==> src/rtl/txr_pkg.sv <==
package txr_pkg;
    typedef enum logic [2:0] {
        S_IDLE = 3'd0,
        S_PTR  = 3'd1,
        S_CTL  = 3'd2,
        S_CTLW = 3'd3,
        S_STRM = 3'd4,
        S_STAT = 3'd5
    } fstate_e;

    localparam int CTL_LAST  = 31;
    localparam int CTL_IEN   = 30;

    localparam int NIRQ      = 3;
    localparam int IRQ_FRAG  = 0;
    localparam int IRQ_FRAME = 1;
    localparam int IRQ_DRAIN = 2;

    localparam logic [2:0] RA_DESC = 3'd0;
    localparam logic [2:0] RA_STAT = 3'd1;
    localparam logic [2:0] RA_SIZE = 3'd2;
    localparam logic [2:0] RA_PROD = 3'd3;
    localparam logic [2:0] RA_EN   = 3'd4;
    localparam logic [2:0] RA_CLR  = 3'd5;
endpackage

==> src/rtl/txr_regs.sv <==
module txr_regs
    import txr_pkg::*;
#(
    parameter int IDX_W = 8
) (
    input  logic             clk,
    input  logic             rst_n,
    input  logic             reg_we,
    input  logic [2:0]       reg_addr,
    input  logic [31:0]      reg_wdata,
    output logic [31:0]      desc_base,
    output logic [31:0]      stat_base,
    output logic [IDX_W-1:0] ring_last,
    output logic [IDX_W-1:0] prod_idx,
    output logic [NIRQ-1:0]  irq_en,
    output logic             clr_we,
    output logic [NIRQ-1:0]  clr_mask
);
    typedef struct packed {
        logic [31:0]      desc;
        logic [31:0]      stat;
        logic [IDX_W-1:0] last;
        logic [IDX_W-1:0] prod;
        logic [NIRQ-1:0]  en;
    } regs_t;

    regs_t r_d, r_q;

    always_comb begin
        r_d = r_q;
        if (reg_we) begin
            case (reg_addr)
                RA_DESC: r_d.desc = {reg_wdata[31:2], 2'b00};
                RA_STAT: r_d.stat = {reg_wdata[31:2], 2'b00};
                RA_SIZE: r_d.last = reg_wdata[IDX_W-1:0];
                RA_PROD: r_d.prod = reg_wdata[IDX_W-1:0];
                RA_EN:   r_d.en   = reg_wdata[NIRQ-1:0];
                default: ;
            endcase
        end
    end

    always_ff @(posedge clk) begin
        if (!rst_n) r_q <= '0;
        else        r_q <= r_d;
    end

    assign desc_base = r_q.desc;
    assign stat_base = r_q.stat;
    assign ring_last = r_q.last;
    assign prod_idx  = r_q.prod;
    assign irq_en    = r_q.en;
    assign clr_we    = reg_we && (reg_addr == RA_CLR);
    assign clr_mask  = reg_wdata[NIRQ-1:0];
endmodule

==> src/rtl/txr_irq.sv <==
module txr_irq
    import txr_pkg::*;
(
    input  logic            clk,
    input  logic            rst_n,
    input  logic [NIRQ-1:0] set_i,
    input  logic            clr_we_i,
    input  logic [NIRQ-1:0] clr_mask_i,
    input  logic [NIRQ-1:0] en_i,
    output logic [NIRQ-1:0] stat_o,
    output logic            irq_o
);
    logic [NIRQ-1:0] stat_d, stat_q;

    always_comb begin
        for (int i = 0; i < NIRQ; i++) begin
            stat_d[i] = set_i[i] | (stat_q[i] & ~(clr_we_i & clr_mask_i[i]));
        end
    end

    always_ff @(posedge clk) begin
        if (!rst_n) stat_q <= '0;
        else        stat_q <= stat_d;
    end

    assign stat_o = stat_q;
    assign irq_o  = |(stat_q & en_i);

    assert_set_wins_R8: assert property (@(posedge clk) disable iff (!rst_n)
        (set_i != '0) |=> ((stat_q & $past(set_i)) == $past(set_i)));

    assert_stat_hold_R9: assert property (@(posedge clk) disable iff (!rst_n)
        ((set_i == '0) && !clr_we_i) |=> (stat_q == $past(stat_q)));
endmodule

==> src/rtl/txr_fetch.sv <==
module txr_fetch
    import txr_pkg::*;
#(
    parameter int IDX_W = 8,
    parameter int LEN_W = 11
) (
    input  logic             clk,
    input  logic             rst_n,
    input  logic [31:0]      desc_base,
    input  logic [31:0]      stat_base,
    input  logic [IDX_W-1:0] ring_last,
    input  logic [IDX_W-1:0] prod_idx,
    output logic             mem_req,
    output logic             mem_we,
    output logic [31:0]      mem_addr,
    output logic [31:0]      mem_wdata,
    input  logic [31:0]      mem_rdata,
    output logic             out_valid,
    output logic [7:0]       out_byte,
    output logic             out_eop,
    output logic [IDX_W-1:0] cons_idx,
    output logic [NIRQ-1:0]  ev_set
);
    localparam int PADW = 30 - LEN_W;

    typedef struct packed {
        fstate_e          st;
        logic [IDX_W-1:0] cons;
        logic [31:0]      bufa;
        logic [LEN_W-1:0] len;
        logic             last;
        logic             ien;
        logic [LEN_W-1:0] cnt;
        logic             pend;
        logic [1:0]       lane;
        logic             peop;
    } fs_t;

    fs_t f_d, f_q;
    logic [31:0]      byte_addr;
    logic [IDX_W-1:0] cons_nx;

    assign byte_addr = f_q.bufa + 32'(f_q.cnt);
    assign cons_nx   = (f_q.cons == ring_last) ? '0 : f_q.cons + 1'b1;

    always_comb begin
        f_d       = f_q;
        f_d.pend  = 1'b0;
        f_d.peop  = 1'b0;
        mem_req   = 1'b0;
        mem_we    = 1'b0;
        mem_addr  = '0;
        mem_wdata = '0;
        ev_set    = '0;
        case (f_q.st)
            S_IDLE: begin
                if (f_q.cons != prod_idx) f_d.st = S_PTR;
            end
            S_PTR: begin
                mem_req  = 1'b1;
                mem_addr = desc_base + (32'(f_q.cons) << 3);
                f_d.st   = S_CTL;
            end
            S_CTL: begin
                mem_req  = 1'b1;
                mem_addr = desc_base + (32'(f_q.cons) << 3) + 32'd4;
                f_d.bufa = mem_rdata;
                f_d.st   = S_CTLW;
            end
            S_CTLW: begin
                f_d.len  = mem_rdata[LEN_W-1:0];
                f_d.last = mem_rdata[CTL_LAST];
                f_d.ien  = mem_rdata[CTL_IEN];
                f_d.cnt  = '0;
                f_d.st   = S_STRM;
            end
            S_STRM: begin
                mem_req  = 1'b1;
                mem_addr = {byte_addr[31:2], 2'b00};
                f_d.pend = 1'b1;
                f_d.lane = byte_addr[1:0];
                f_d.peop = f_q.last && (f_q.cnt == f_q.len);
                if (f_q.cnt == f_q.len) f_d.st = S_STAT;
                else                    f_d.cnt = f_q.cnt + 1'b1;
            end
            S_STAT: begin
                mem_req   = 1'b1;
                mem_we    = 1'b1;
                mem_addr  = stat_base + (32'(f_q.cons) << 2);
                mem_wdata = {1'b1, f_q.last, {PADW{1'b0}}, f_q.len};
                ev_set[IRQ_FRAG]  = f_q.ien;
                ev_set[IRQ_FRAME] = f_q.last;
                ev_set[IRQ_DRAIN] = (cons_nx == prod_idx);
                f_d.cons  = cons_nx;
                f_d.st    = S_IDLE;
            end
            default: f_d.st = S_IDLE;
        endcase
    end

    always_ff @(posedge clk) begin
        if (!rst_n) f_q <= '0;
        else        f_q <= f_d;
    end

    assign out_valid = f_q.pend;
    assign out_byte  = 8'(mem_rdata >> {f_q.lane, 3'b000});
    assign out_eop   = f_q.peop;
    assign cons_idx  = f_q.cons;

    assert_wrap_R6: assert property (@(posedge clk) disable iff (!rst_n)
        (cons_idx != $past(cons_idx)) |->
            ((cons_idx == $past(cons_idx) + 1'b1) || (cons_idx == '0)));

    assert_record_with_byte_R5: assert property (@(posedge clk) disable iff (!rst_n)
        mem_we |-> out_valid);

    assert_cnt_bound_R3: assert property (@(posedge clk) disable iff (!rst_n)
        (f_q.st == S_STRM) |-> (f_q.cnt <= f_q.len));
endmodule

==> src/rtl/tx_ring_dma.sv <==
module tx_ring_dma
    import txr_pkg::*;
#(
    parameter int IDX_W = 8,
    parameter int LEN_W = 11
) (
    input  logic             clk,
    input  logic             rst_n,
    input  logic             reg_we,
    input  logic [2:0]       reg_addr,
    input  logic [31:0]      reg_wdata,
    output logic             mem_req,
    output logic             mem_we,
    output logic [31:0]      mem_addr,
    output logic [31:0]      mem_wdata,
    input  logic [31:0]      mem_rdata,
    output logic             out_valid,
    output logic [7:0]       out_byte,
    output logic             out_eop,
    output logic [IDX_W-1:0] cons_idx,
    output logic [NIRQ-1:0]  irq_stat,
    output logic             irq
);
    logic [31:0]      desc_base, stat_base;
    logic [IDX_W-1:0] ring_last, prod_idx;
    logic [NIRQ-1:0]  irq_en, clr_mask, ev_set;
    logic             clr_we;

    txr_regs #(.IDX_W(IDX_W)) u_regs (
        .clk(clk), .rst_n(rst_n),
        .reg_we(reg_we), .reg_addr(reg_addr), .reg_wdata(reg_wdata),
        .desc_base(desc_base), .stat_base(stat_base),
        .ring_last(ring_last), .prod_idx(prod_idx),
        .irq_en(irq_en), .clr_we(clr_we), .clr_mask(clr_mask)
    );

    txr_fetch #(.IDX_W(IDX_W), .LEN_W(LEN_W)) u_fetch (
        .clk(clk), .rst_n(rst_n),
        .desc_base(desc_base), .stat_base(stat_base),
        .ring_last(ring_last), .prod_idx(prod_idx),
        .mem_req(mem_req), .mem_we(mem_we), .mem_addr(mem_addr),
        .mem_wdata(mem_wdata), .mem_rdata(mem_rdata),
        .out_valid(out_valid), .out_byte(out_byte), .out_eop(out_eop),
        .cons_idx(cons_idx), .ev_set(ev_set)
    );

    txr_irq u_irq (
        .clk(clk), .rst_n(rst_n),
        .set_i(ev_set), .clr_we_i(clr_we), .clr_mask_i(clr_mask),
        .en_i(irq_en), .stat_o(irq_stat), .irq_o(irq)
    );
endmodule

==> config.mk <==
export PLATFORM = sky130hd
export DESIGN_NAME = tx_ring_dma
export DESIGN_NICKNAME = d
export VERILOG_FILES = /design/src/rtl/txr_pkg.sv /design/src/rtl/txr_regs.sv /design/src/rtl/txr_irq.sv /design/src/rtl/txr_fetch.sv /design/src/rtl/tx_ring_dma.sv
export SDC_FILE = /design/constraint.sdc
export NUM_CORES = 1
export LEC_CHECK = 0
export BUFFER_PORTS_ARGS = -buffer_cell sky130_fd_sc_hd__buf_2
export CAP_MARGIN = 30
export CORE_MARGIN = 10
export CORE_UTILIZATION = 53
export CTS_BUF_LIST = sky130_fd_sc_hd__clkbuf_8 sky130_fd_sc_hd__clkbuf_16
export CTS_CLUSTER_DIAMETER = 150
export DETAILED_ROUTE_END_ITERATION = 7
export PLACE_DENSITY = 0.88
export SLEW_MARGIN = 0
export SYNTH_ARGS = -nofsm -noshare
export SYNTH_HDL_FRONTEND = slang
export SYNTH_SLANG_ARGS = --single-unit
==> constraint.sdc <==
create_clock -name clk -period 3.29 [get_ports clk]
set_input_delay 0.1645 -clock clk [delete_from_list [all_inputs] [get_ports clk]]
set_output_delay 0.1645 -clock clk [all_outputs]
set_load 0.01 [all_outputs]
==> run_results.csv, run 1 <==
group,metric,value,unit
outcome,violations,"negative setup slack",
clock_network,clk_latency,0.44,ns
logic_synthesis,ys.flop_type,"dfxtp_1",
critical_path,critPathLaunch,"u_fetch.cons_idx[1]",
place,numPortBuffers,136,
critical_path,cp-end-kind,"output port",
sta,slew_violations,0,
floorplan,dieHeight,162.7,um
clock_network,cts_tree,"built",
critical_path,reg2reg_slack,0.47,ns
critical_path,cpMostUsedCell,"buf_4",
logic_synthesis,yosysTopAreaCell,"dfxtp_1",
critical_path,path_buf_inv,3,
critical_path,crit_chain,"buf_4 > ha_1 > a211o_1 > o211ai_1 > a211oi_1 > buf_4 > nor2_1 > or4_4 > xnor2_2 > a222oi_1 > o21ai_1 > buf_2",
pwr,leakage,5.413,nW
sta,worstMarginPinSlew,0.8377,ns
clock_network,cts_made_buffers,17,
run,drv_cap,0,
place,post-place-cells,1838,
critical_path,cpLargestDelayFamily,"compound AO/OA/AOI/OAI gates",
detailed_routing,routedWlPerCell,19.72,um
logic_synthesis,yosys_warnings,0,
logic_synthesis,synth.distinct_cells,82,
global_routing,grt_pass1_vias,11000,
logic_synthesis,synthCells,1406,
logic_synthesis,async_flop_share,0,
finish,layout-drive-gt1-share,0.2423,
critical_path,reg2reg_from,"u_fetch.f_q[69]",
logic_synthesis,seq_area_frac_synth,0.2837,
finish,syn_to_final_growth,27.31,%
critical_path,critPathMaxStageDelay,0.56,ns
sta,setup_ws,-0.5473,ns
global_routing,grtUsageTotal,0.2680,
clock_network,cts.sinks,153,
detailed_routing,drtIter0Drc,1358,
logic_synthesis,avgSynthCellArea,7.680,sq um
floorplan,die_x,162.7,um
place,gp_congestion,0.9389,
detailed_routing,first_pass_iters,5,
detailed_routing,ant_nets,0,
clock_network,clk_pin_slew,0.07,ns
clock_network,cts-root-buf,"clkbuf_16",
sta,grt_setup_unrepaired,"yes",
place,dpl_worst_slack,-0.1909,ns
logic_synthesis,synthTopCellsByArea,"dfxtp_1 28%, nand2_1 11%, a21boi_0 8.8%, xnor2_1 7.2%, xor2_1 4.9%",
sta,period_needed,3.837,ns
floorplan,core-area,0.02017,sq mm
logic_synthesis,synth_edf_count,0,
outcome,status,"complete, but fails checks",
floorplan,boundaryPins,158,
logic_synthesis,syn_area,0.01080,sq mm
global_routing,grt_max_degree,86,
global_routing,overflow,0,
finish,n_antenna_cell,0,
global_routing,antenna_found_initial,0,
finish,finalNonFillerCells,1917,
critical_path,crit_slowest_cell,"or4_4",
critical_path,critPathLaunchType,"flip-flop",
sta,hold_viol_final,0,
floorplan,row_count,52,
min_path,min_from,"reg_wdata[4]",
sta,min_period_over_period,1.166,
clock_network,cts_htree_levels,4,
floorplan,initial_core_util,0.5354,
critical_path,worstPathArrival,3.67,ns
pwr,total_power,4.533,mW
global_routing,grt_pass1_wl,58.33,mm
critical_path,required,3.13,ns
detailed_routing,route.detailed.drc,0,
detailed_routing,via_per_inst,6.022,
sta,setup_viol,22,
finish,fin_nets,1737,
min_path,hold_path_class,"in -> reg",
sta,relSlewSlack,0.4372,
critical_path,path_max_fanout,7,
clock_network,cts_buffer_depth,2,
detailed_routing,routed_wirelength,37.81,mm
place,dp_hpwl,25.68,mm
sta,clock_skew,0.009681,ns
finish,fin_util,0.6816,
logic_synthesis,synth-seq-cells,153,
detailed_routing,vias,11540,
logic_synthesis,synth_top_area_frac,0.2837,
pwr,p_per_area,329.7,mW/mm^2
pwr,peakVddDrop,0.3629,mV
sta,fmax,260.6,MHz
critical_path,path_class,"reg -> out",
floorplan,die_area,0.02648,sq mm
-- metrics by stage --
stage	TNS, ns	hold slack (ns)	instance area [sq um]
floorplan	-0.5029	0.3017	10920
global placement	-0.5767	0.4245	12250
CTS	-6.534	0.0003978	13510
global route	-11.52	0.007044	13750
finish	-8.911	0.007842	13750
detailed placement	-1.477	0.4324	12270
-- per-layer routing --
layer | GRT usage | wire length (um) | vias up
li1 | - | - | 5258
met2 | 0.4335 | 17230 | 726
met3 | 0.05940 | 4027 | 139
met4 | 0.1041 | 1559 | 0
met1 | 0.3404 | 14990 | 5421
met5 | 0 | 0 | -
-- logic make-up after synthesis --
| kind of cell | Yosys count | synth area share |
|---|---|---|
| compound gates | 316 | 0.2064 |
| flops | 153 | 0.2837 |
| buf+inv | 132 | 0.05979 |
| fa+ha+maj | 33 | 0.04032 |
| mux | 18 | 0.02723 |
| xor+xnor | 150 | 0.1224 |
| simple gates | 603 | 0.2599 |
| other cells | 1 | 0.0003473 |
-- power breakdown --
part / switching [mW] / internal [mW] / leakage [nW]
clock network: 0.896 / 1.23 / 0.307
logic: 0.287 / 0.194 / 3.87
registers: 0.0420 / 1.89 / 1.24
-- final timing paths --
path                          to  cells after the start
max reg2reg       u_fetch.f_q[9]                      7
max                 mem_addr[31]                     12
min          u_regs.stat_base[4]                      3
min reg2reg  u_regs.stat_base[5]                      2
-- sequential cells by signal, summed over array words and instances, names as in the netlist --
register	flops
u_regs.desc_base	30
u_fetch.out_valid	1
u_fetch.cons_idx	8
u_regs.stat_base	30
u_regs.prod_idx	8
u_irq.stat_o	3
u_fetch.f_q	61
u_regs.ring_last	8
u_fetch.out_eop	1
u_regs.irq_en	3
-- repair_timing --
item	in CTS	in global routing
pin swaps	26	24
hold buffers	26	0
cloned	0	0
buffers inserted	16	5
setup endpoints to repair	23	25
endpoints found under the hold margin	45	0
gates resized for setup	48	40
-- cell usage in the layout (no fill, tap or decap), types with 24 or more instances in the layout --
| cell | n |
|---|---|
| nand2_1 | 319 |
| dfxtp_1 | 150 |
| buf_2 | 136 |
| a21boi_0 | 127 |
| buf_4 | 125 |
| xnor2_1 | 82 |
| nor2_1 | 73 |
| xor2_1 | 56 |
| a21oi_1 | 43 |
| nand3_1 | 38 |
| and3_1 | 28 |
| dlygate4sd3_1 | 26 |
| ha_1 | 24 |
-- final cells by class --
cell class                      instances  area, sq um
Tap cell                              270        337.8
Fill cell                            1515         6422
Sequential cell                       153         3074
Clock buffer                           17        425.4
Clock inverter                         15        200.2
Timing Repair Buffer                  297         2008
Multi-Input combinational cell       1141         7611
Inverter                               24        90.09
-- worst reg2reg max path, stage by stage (launching register included) --
cell and delay, ns:
dfxtp_1 0.55, nor2b_1 0.55, nand2_1 0.56, nand2_1 0.31, and4_1 0.33, nand3_1 0.12
xor2_1 0.20, nor2_1 0.08
-- cells in the mapped netlist (all sizes together), types with 3 or more instances --
library cell	instances
a211o	5
a211oi	13
a21boi	127
a21o	7
a21oi	46
a22oi	8
a31oi	6
and2	10
and3	28
and4	5
buf	38
clkbuf	70
dfxtp	153
fa	3
ha	30
inv	24
mux2i	9
mux4	8
nand2	320
nand2b	12
nand3	41
nand3b	7
nand4	18
nor2	75
nor2b	26
nor3	22
nor3b	4
nor4	9
nor4b	4
o211a	3
o211ai	12
o21a	8
o21ai	39
o221ai	5
o22ai	12
o31ai	6
or2	5
or3	6
or4	4
xnor2	89
xor2	61
(Power assumes the default switching activity.)
==> inputs of run 2 (changes only) <==
--- a/config.mk
+++ b/config.mk
@@ -5,7 +5,7 @@
 export SDC_FILE = /design/constraint.sdc
 export NUM_CORES = 1
 export LEC_CHECK = 0
-export BUFFER_PORTS_ARGS = -buffer_cell sky130_fd_sc_hd__buf_2
+export BUFFER_PORTS_ARGS = -buffer_cell sky130_fd_sc_hd__buf_4
 export CAP_MARGIN = 30
 export CORE_MARGIN = 10
 export CORE_UTILIZATION = 53
@@ -13,6 +13,7 @@
 export CTS_CLUSTER_DIAMETER = 150
 export DETAILED_ROUTE_END_ITERATION = 7
 export PLACE_DENSITY = 0.88
+export SETUP_SLACK_MARGIN = 0.3
 export SLEW_MARGIN = 0
 export SYNTH_ARGS = -nofsm -noshare
 export SYNTH_HDL_FRONTEND = slang
==> constraint.sdc (replaced) <==
create_clock -name clk -period 3.29 [get_ports clk]
set_input_delay 0.329 -clock clk [delete_from_list [all_inputs] [get_ports clk]]
set_output_delay 0.329 -clock clk [all_outputs]
set_load 0.01 [all_outputs]
==> run_results.csv, run 2 (synthesis gave the netlist of run 1 again) <==
group,metric,value,unit
clock_network,ctsHoldBuffers,0,
detailed_routing,ant_nets,0,
finish,largest-register,"u_fetch.f_q",
pwr,power_frac_clock,0.449,
min_path,min_path_cells,3,
sta,setup_ws,-1.063,ns
finish,final_common_cell,"nand2_1",
finish,syn_to_final_growth,30.43,%
clock_network,cts-root-buf,"clkbuf_16",
sta,slew_violations,0,
critical_path,path_max_fanout,3,
clock_network,cts_tree,"built",
floorplan,core-area,0.02017,sq mm
min_path,min_from,"reg_wdata[28]",
detailed_routing,vias,11600,
critical_path,critPathLaunchType,"flip-flop",
pwr,peakVddDrop,0.3225,mV
critical_path,reg2reg_slack,0.79,ns
critical_path,crit_chain,"ha_4 > inv_4 > fa_2 > buf_6 > nand3b_1 > nor4b_4 > o211ai_1 > nor4_2 > nor2b_4 > buf_6 > nand4_1 > xor2_1 > o211ai_1 > buf_4",
clock_network,cts_buffer_depth,2,
finish,fin_util,0.6983,
clock_network,clk_latency,0.45,ns
global_routing,grt_pass1_vias,10970,
critical_path,r2r-end,"u_irq.stat_o[2]",
finish,fin_nets,1745,
clock_network,cts_made_buffers,17,
sta,setup_viol,25,
sta,grt_setup_unrepaired,"yes",
global_routing,grt_max_degree,50,
run,drv_cap,0,
critical_path,crit_slowest_cell,"fa_2",
critical_path,rr_worst_depth,12,
sta,fmax,229.7,MHz
critical_path,worstPathArrival,4.02,ns
critical_path,reg2reg_from,"u_fetch.cons_idx[0]",
sta,finalSetupTns,-17.61,ns
critical_path,cpLargestDelayFamily,"simple AND/OR/NAND/NOR gates",
pwr,leakage,5.515,nW
critical_path,critPathMaxStageDelay,0.47,ns
floorplan,row_count,52,
clock_network,clk_pin_slew,0.07,ns
finish,n_antenna_cell,0,
critical_path,path_buf_inv,4,
min_path,hold_path_class,"in -> reg",
clock_network,cts_htree_levels,4,
sta,worstMarginPinSlew,0.8101,ns
detailed_routing,route.detailed.drc,0,
critical_path,required,2.96,ns
place,gp_congestion,0.9412,
outcome,status,"complete, but fails checks",
sta,period_needed,4.353,ns
detailed_routing,routed_wirelength,38.20,mm
pwr,swShare,0.2769,
sta,hold_slack,0.1416,ns
pwr,combPwrFrac,0.111,
global_routing,antenna_found_initial,0,
floorplan,initial_core_util,0.5354,
pwr,p_per_area,311.6,mW/mm^2
floorplan,dieHeight,162.7,um
outcome,violations,"negative setup slack",
global_routing,overflow,0,
floorplan,boundaryPins,158,
sta,min_period_over_period,1.323,
pwr,p_int,3.173,mW
place,numPortBuffers,136,
place,dp_hpwl,26.83,mm
clock_network,cts.sinks,153,
sta,clock_skew,0.01054,ns
finish,layout-drive-gt1-share,0.2574,
pwr,p_sw,1.215,mW
finish,largest_register_ffs,61,
sta,relSlewSlack,0.4558,
pwr,power_frac_seq,0.439,
detailed_routing,via_per_inst,6.024,
critical_path,cp-end-kind,"output port",
global_routing,grtUsageTotal,0.2694,
finish,final_cell_mix,"317 x nand2_1, 282 x buf_4, 149 x dfxtp_1",
detailed_routing,first_pass_iters,6,
min_path,hold_end,"u_regs.stat_base[28]",
floorplan,die_area,0.02648,sq mm
critical_path,path_class,"reg -> out",
detailed_routing,routedWlPerCell,19.85,um
detailed_routing,drtIter0Drc,1469,
sta,hold_viol_final,0,
floorplan,die_x,162.7,um
global_routing,grt_pass1_wl,57.76,mm
## run 2: changes by cell type in the layout (fill, tap and decap cells not counted), sizes merged
cell | previous run | this run
dlygate4sd3 | 26 | 0
buf | 271 | 305
inv | 33 | 31
clkinv | 2 | 5
bufinv | 3 | 1
clkbuf | 17 | 18
## run 2: metal layers
layer / share of wire / track usage
met3: 0.11 / 0.06269
met4: 0.043 / 0.1168
met5: 0 / 0
met2: 0.46 / 0.4417
met1: 0.38 / 0.3310
## run 2: stage by stage
stage,cell area (sq um),std cells,total power [mW],setup WS [ns]
after floorplan,10960,1426,2.235,-0.2632
after global placement,12870,1871,2.413,-0.2898
after detailed placement,12900,1872,2.427,-0.3454
after CTS,13830,1919,4.366,-0.6830
after global routing,14080,1925,4.497,-1.077
final,14080,1925,4.389,-1.063
## run 2: timing repair
action,4_1_cts,5_1_grt
pin swaps,21,24
setup buffers,15,6
setup endpoints to repair,26,27
resized for setup,49,42
## run 2: final cells by class
| class | instances | area [sq um] |
|---|---|---|
| Clock inverter | 14 | 135.1 |
| Multi-Input combinational cell | 1141 | 7607 |
| Timing Repair Buffer | 305 | 2396 |
| Fill cell | 1474 | 6086 |
| Tap cell | 270 | 337.8 |
| Inverter | 24 | 92.59 |
| Clock buffer | 18 | 439.2 |
| Sequential cell | 153 | 3075 |
## run 2: worst max-delay path by stage
stage / startpoint / end / slack, ns / cells after the start
after CTS: u_fetch.cons_idx[0] / mem_addr[31] / -0.68 / 17
after global routing: u_fetch.cons_idx[0] / mem_addr[22] / -1.08 / 14
after detailed placement: u_fetch.cons_idx[0] / mem_addr[29] / -0.35 / 14
after global placement: u_fetch.cons_idx[0] / mem_addr[31] / -0.29 / 14
final: u_fetch.cons_idx[0] / mem_addr[22] / -1.06 / 14
after floorplan: u_fetch.cons_idx[0] / mem_addr[25] / -0.26 / 12
## run 2: power groups by stage
stage          Clock [mW]  Sequential, mW  Combinational (mW)
2_1_floorplan           0            1.96               0.280
3_3_place_gp            0            1.97               0.448
3_5_place_dp            0            1.97               0.460
4_1_cts              1.97            1.93               0.471
5_1_grt              2.04            1.93               0.524
6_report             1.97            1.93               0.489
## run 2: worst min-delay path: cells and delay by family
kind	cells	cell delay (ns)
simple gates	1	0.04
compound gates	1	0.06
buf+inv	1	0.11
==> inputs of run 3 (changes only) <==
--- a/config.mk
+++ b/config.mk
@@ -12,7 +12,7 @@
 export CTS_BUF_LIST = sky130_fd_sc_hd__clkbuf_8 sky130_fd_sc_hd__clkbuf_16
 export CTS_CLUSTER_DIAMETER = 150
 export DETAILED_ROUTE_END_ITERATION = 7
-export PLACE_DENSITY = 0.88
+export PLACE_DENSITY = 0.8
 export SETUP_SLACK_MARGIN = 0.3
 export SLEW_MARGIN = 0
 export SYNTH_ARGS = -nofsm -noshare
==> run_results.csv, run 3 (synthesis gave the netlist of run 1 again) <==
group,metric,value,unit
finish,largest_register_ffs,61,
clock_network,cts_htree_levels,4,
floorplan,boundaryPins,158,
place,dp_hpwl,26.42,mm
place,numPortBuffers,136,
detailed_routing,ant_nets,0,
clock_network,clk_pin_slew,0.08,ns
clock_network,cts_tree,"built",
min_path,hold_path_class,"in -> reg",
clock_network,cts-root-buf,"clkbuf_16",
sta,setup_viol,24,
global_routing,grt_pass1_wl,56.44,mm
sta,fmax,247.0,MHz
sta,clock_skew,0.01714,ns
outcome,status,"complete, but fails checks",
sta,grt_setup_unrepaired,"yes",
pwr,p_per_area,320.2,mW/mm^2
sta,hold_viol_final,0,
finish,final_common_cell,"nand2_1",
sta,worstMarginPinSlew,0.8236,ns
detailed_routing,route.detailed.drc,0,
finish,fin_util,0.7010,
sta,relSlewSlack,0.4467,
detailed_routing,first_pass_iters,7,
sta,finalSetupTns,-13.93,ns
floorplan,dieHeight,162.7,um
floorplan,initial_core_util,0.5354,
global_routing,grt_max_degree,97,
finish,n_antenna_cell,0,
finish,finalNonFillerCells,1922,
clock_network,clk_latency,0.44,ns
clock_network,cts_made_buffers,17,
sta,slew_violations,0,
finish,fin_nets,1742,
critical_path,worstPathArrival,3.72,ns
floorplan,die_area,0.02648,sq mm
critical_path,cp-end-kind,"output port",
critical_path,reg2reg_slack,0.74,ns
finish,largest-register,"u_fetch.f_q",
critical_path,critPathLaunchType,"flip-flop",
detailed_routing,routedWlPerCell,18.92,um
global_routing,grtUsageTotal,0.2614,
critical_path,required,2.96,ns
run,drv_cap,0,
sta,period_needed,4.049,ns
finish,multiInputGateArea,0.007667,sq mm
finish,fillCellCount,1580,
finish,final_cell_mix,"318 x nand2_1, 280 x buf_4, 150 x dfxtp_1",
clock_network,cts.sinks,153,
place,post-place-cells,1863,
detailed_routing,drtIter0Drc,1095,
global_routing,overflow,0,
global_routing,antenna_found_initial,0,
clock_network,cts_buffer_depth,2,
critical_path,path_max_fanout,4,
critical_path,path_class,"reg -> out",
detailed_routing,vias,11150,
finish,layout-drive-gt1-share,0.2633,
place,gp_congestion,0.9381,
detailed_routing,via_per_inst,5.801,
global_routing,grt_pass1_vias,10800,
floorplan,core-area,0.02017,sq mm
detailed_routing,routed_wirelength,36.36,mm
pwr,leakage,5.550,nW
floorplan,row_count,52,
floorplan,die_x,162.7,um
finish,syn_to_final_growth,30.94,%
sta,setup_ws,-0.7587,ns
finish,seq_area,0.003072,sq mm
sta,min_period_over_period,1.231,
pwr,peakVddDrop,0.3068,mV
sta,hold_slack,0.1548,ns
outcome,violations,"negative setup slack",
## run 3: changes by cell type in the layout (fill, tap and decap cells not counted), moves of 3 or more
cell,delta
o31ai_1,-3
xnor2_2,+6
a21oi_1,-3
ha_4,-3
ha_1,+3
xnor2_1,-6
## run 3: per-stage QoR
step | cell area, sq um | total power, mW | worst slack (ns)
floorplan | 10960 | 2.235 | -0.2632
CTS | 13910 | 4.519 | -0.6500
global route | 14140 | 4.649 | -0.9077
global placement | 12800 | 2.415 | -0.2703
detailed placement | 12820 | 2.425 | -0.3078
finish | 14140 | 4.528 | -0.7587
## run 3: worst paths after layout
path                        startpoint                    to  depth (start not counted)
hold / removal           mem_rdata[19]       u_fetch.f_q[47]                          3
hold reg to reg   u_regs.desc_base[30]  u_regs.desc_base[30]                          2
setup / recovery   u_fetch.cons_idx[0]          mem_addr[30]                         14
setup reg to reg   u_fetch.cons_idx[0]       u_irq.stat_o[2]                         12
## run 3: cell type report
| type | instances | share of cell area |
|---|---|---|
| flip-flops and latches | 153 | 0.2173 |
| well taps | 270 | 0.02389 |
| multi-input cells | 1141 | 0.5423 |
| clock buffers | 17 | 0.03009 |
| clock inverters | 15 | 0.01336 |
| repair buffers | 302 | 0.1667 |
| inverters | 24 | 0.006372 |
## run 3: repair_timing
action                                  4_1_cts  5_1_grt
buffers inserted                             19        8
resized for setup                            71       30
hold buffers                                  0        0
gates cloned                                  0        0
endpoints found under the setup margin       26       26
pin swaps                                    47       22
## run 3: report_power, final
group,internal [mW],switching (mW)
Combinational,0.205,0.272
Clock,1.21,0.903
Sequential,1.89,0.0457
Total,3.31,1.22
## run 3: worst max-delay path, stage by stage (launching register included)
cell and delay, ns:
dfxtp_4 0.35, ha_4 0.15, inv_2 0.05, fa_2 0.45, buf_6 0.13, nand3b_1 0.22, nor4b_2 0.33, o211ai_1 0.17
nor4_2 0.37, nor2b_4 0.27, buf_6 0.13, nand4_1 0.09, xor2_1 0.16, o211ai_1 0.23, buf_4 0.18
## run 3: metal layers
metal,track usage,vias up,share of wire
li1,-,5276,-
met1,0.3328,5244,0.41
met2,0.4307,547,0.47
met3,0.04904,82,0.093
met4,0.09672,0,0.031
met5,0,-,0
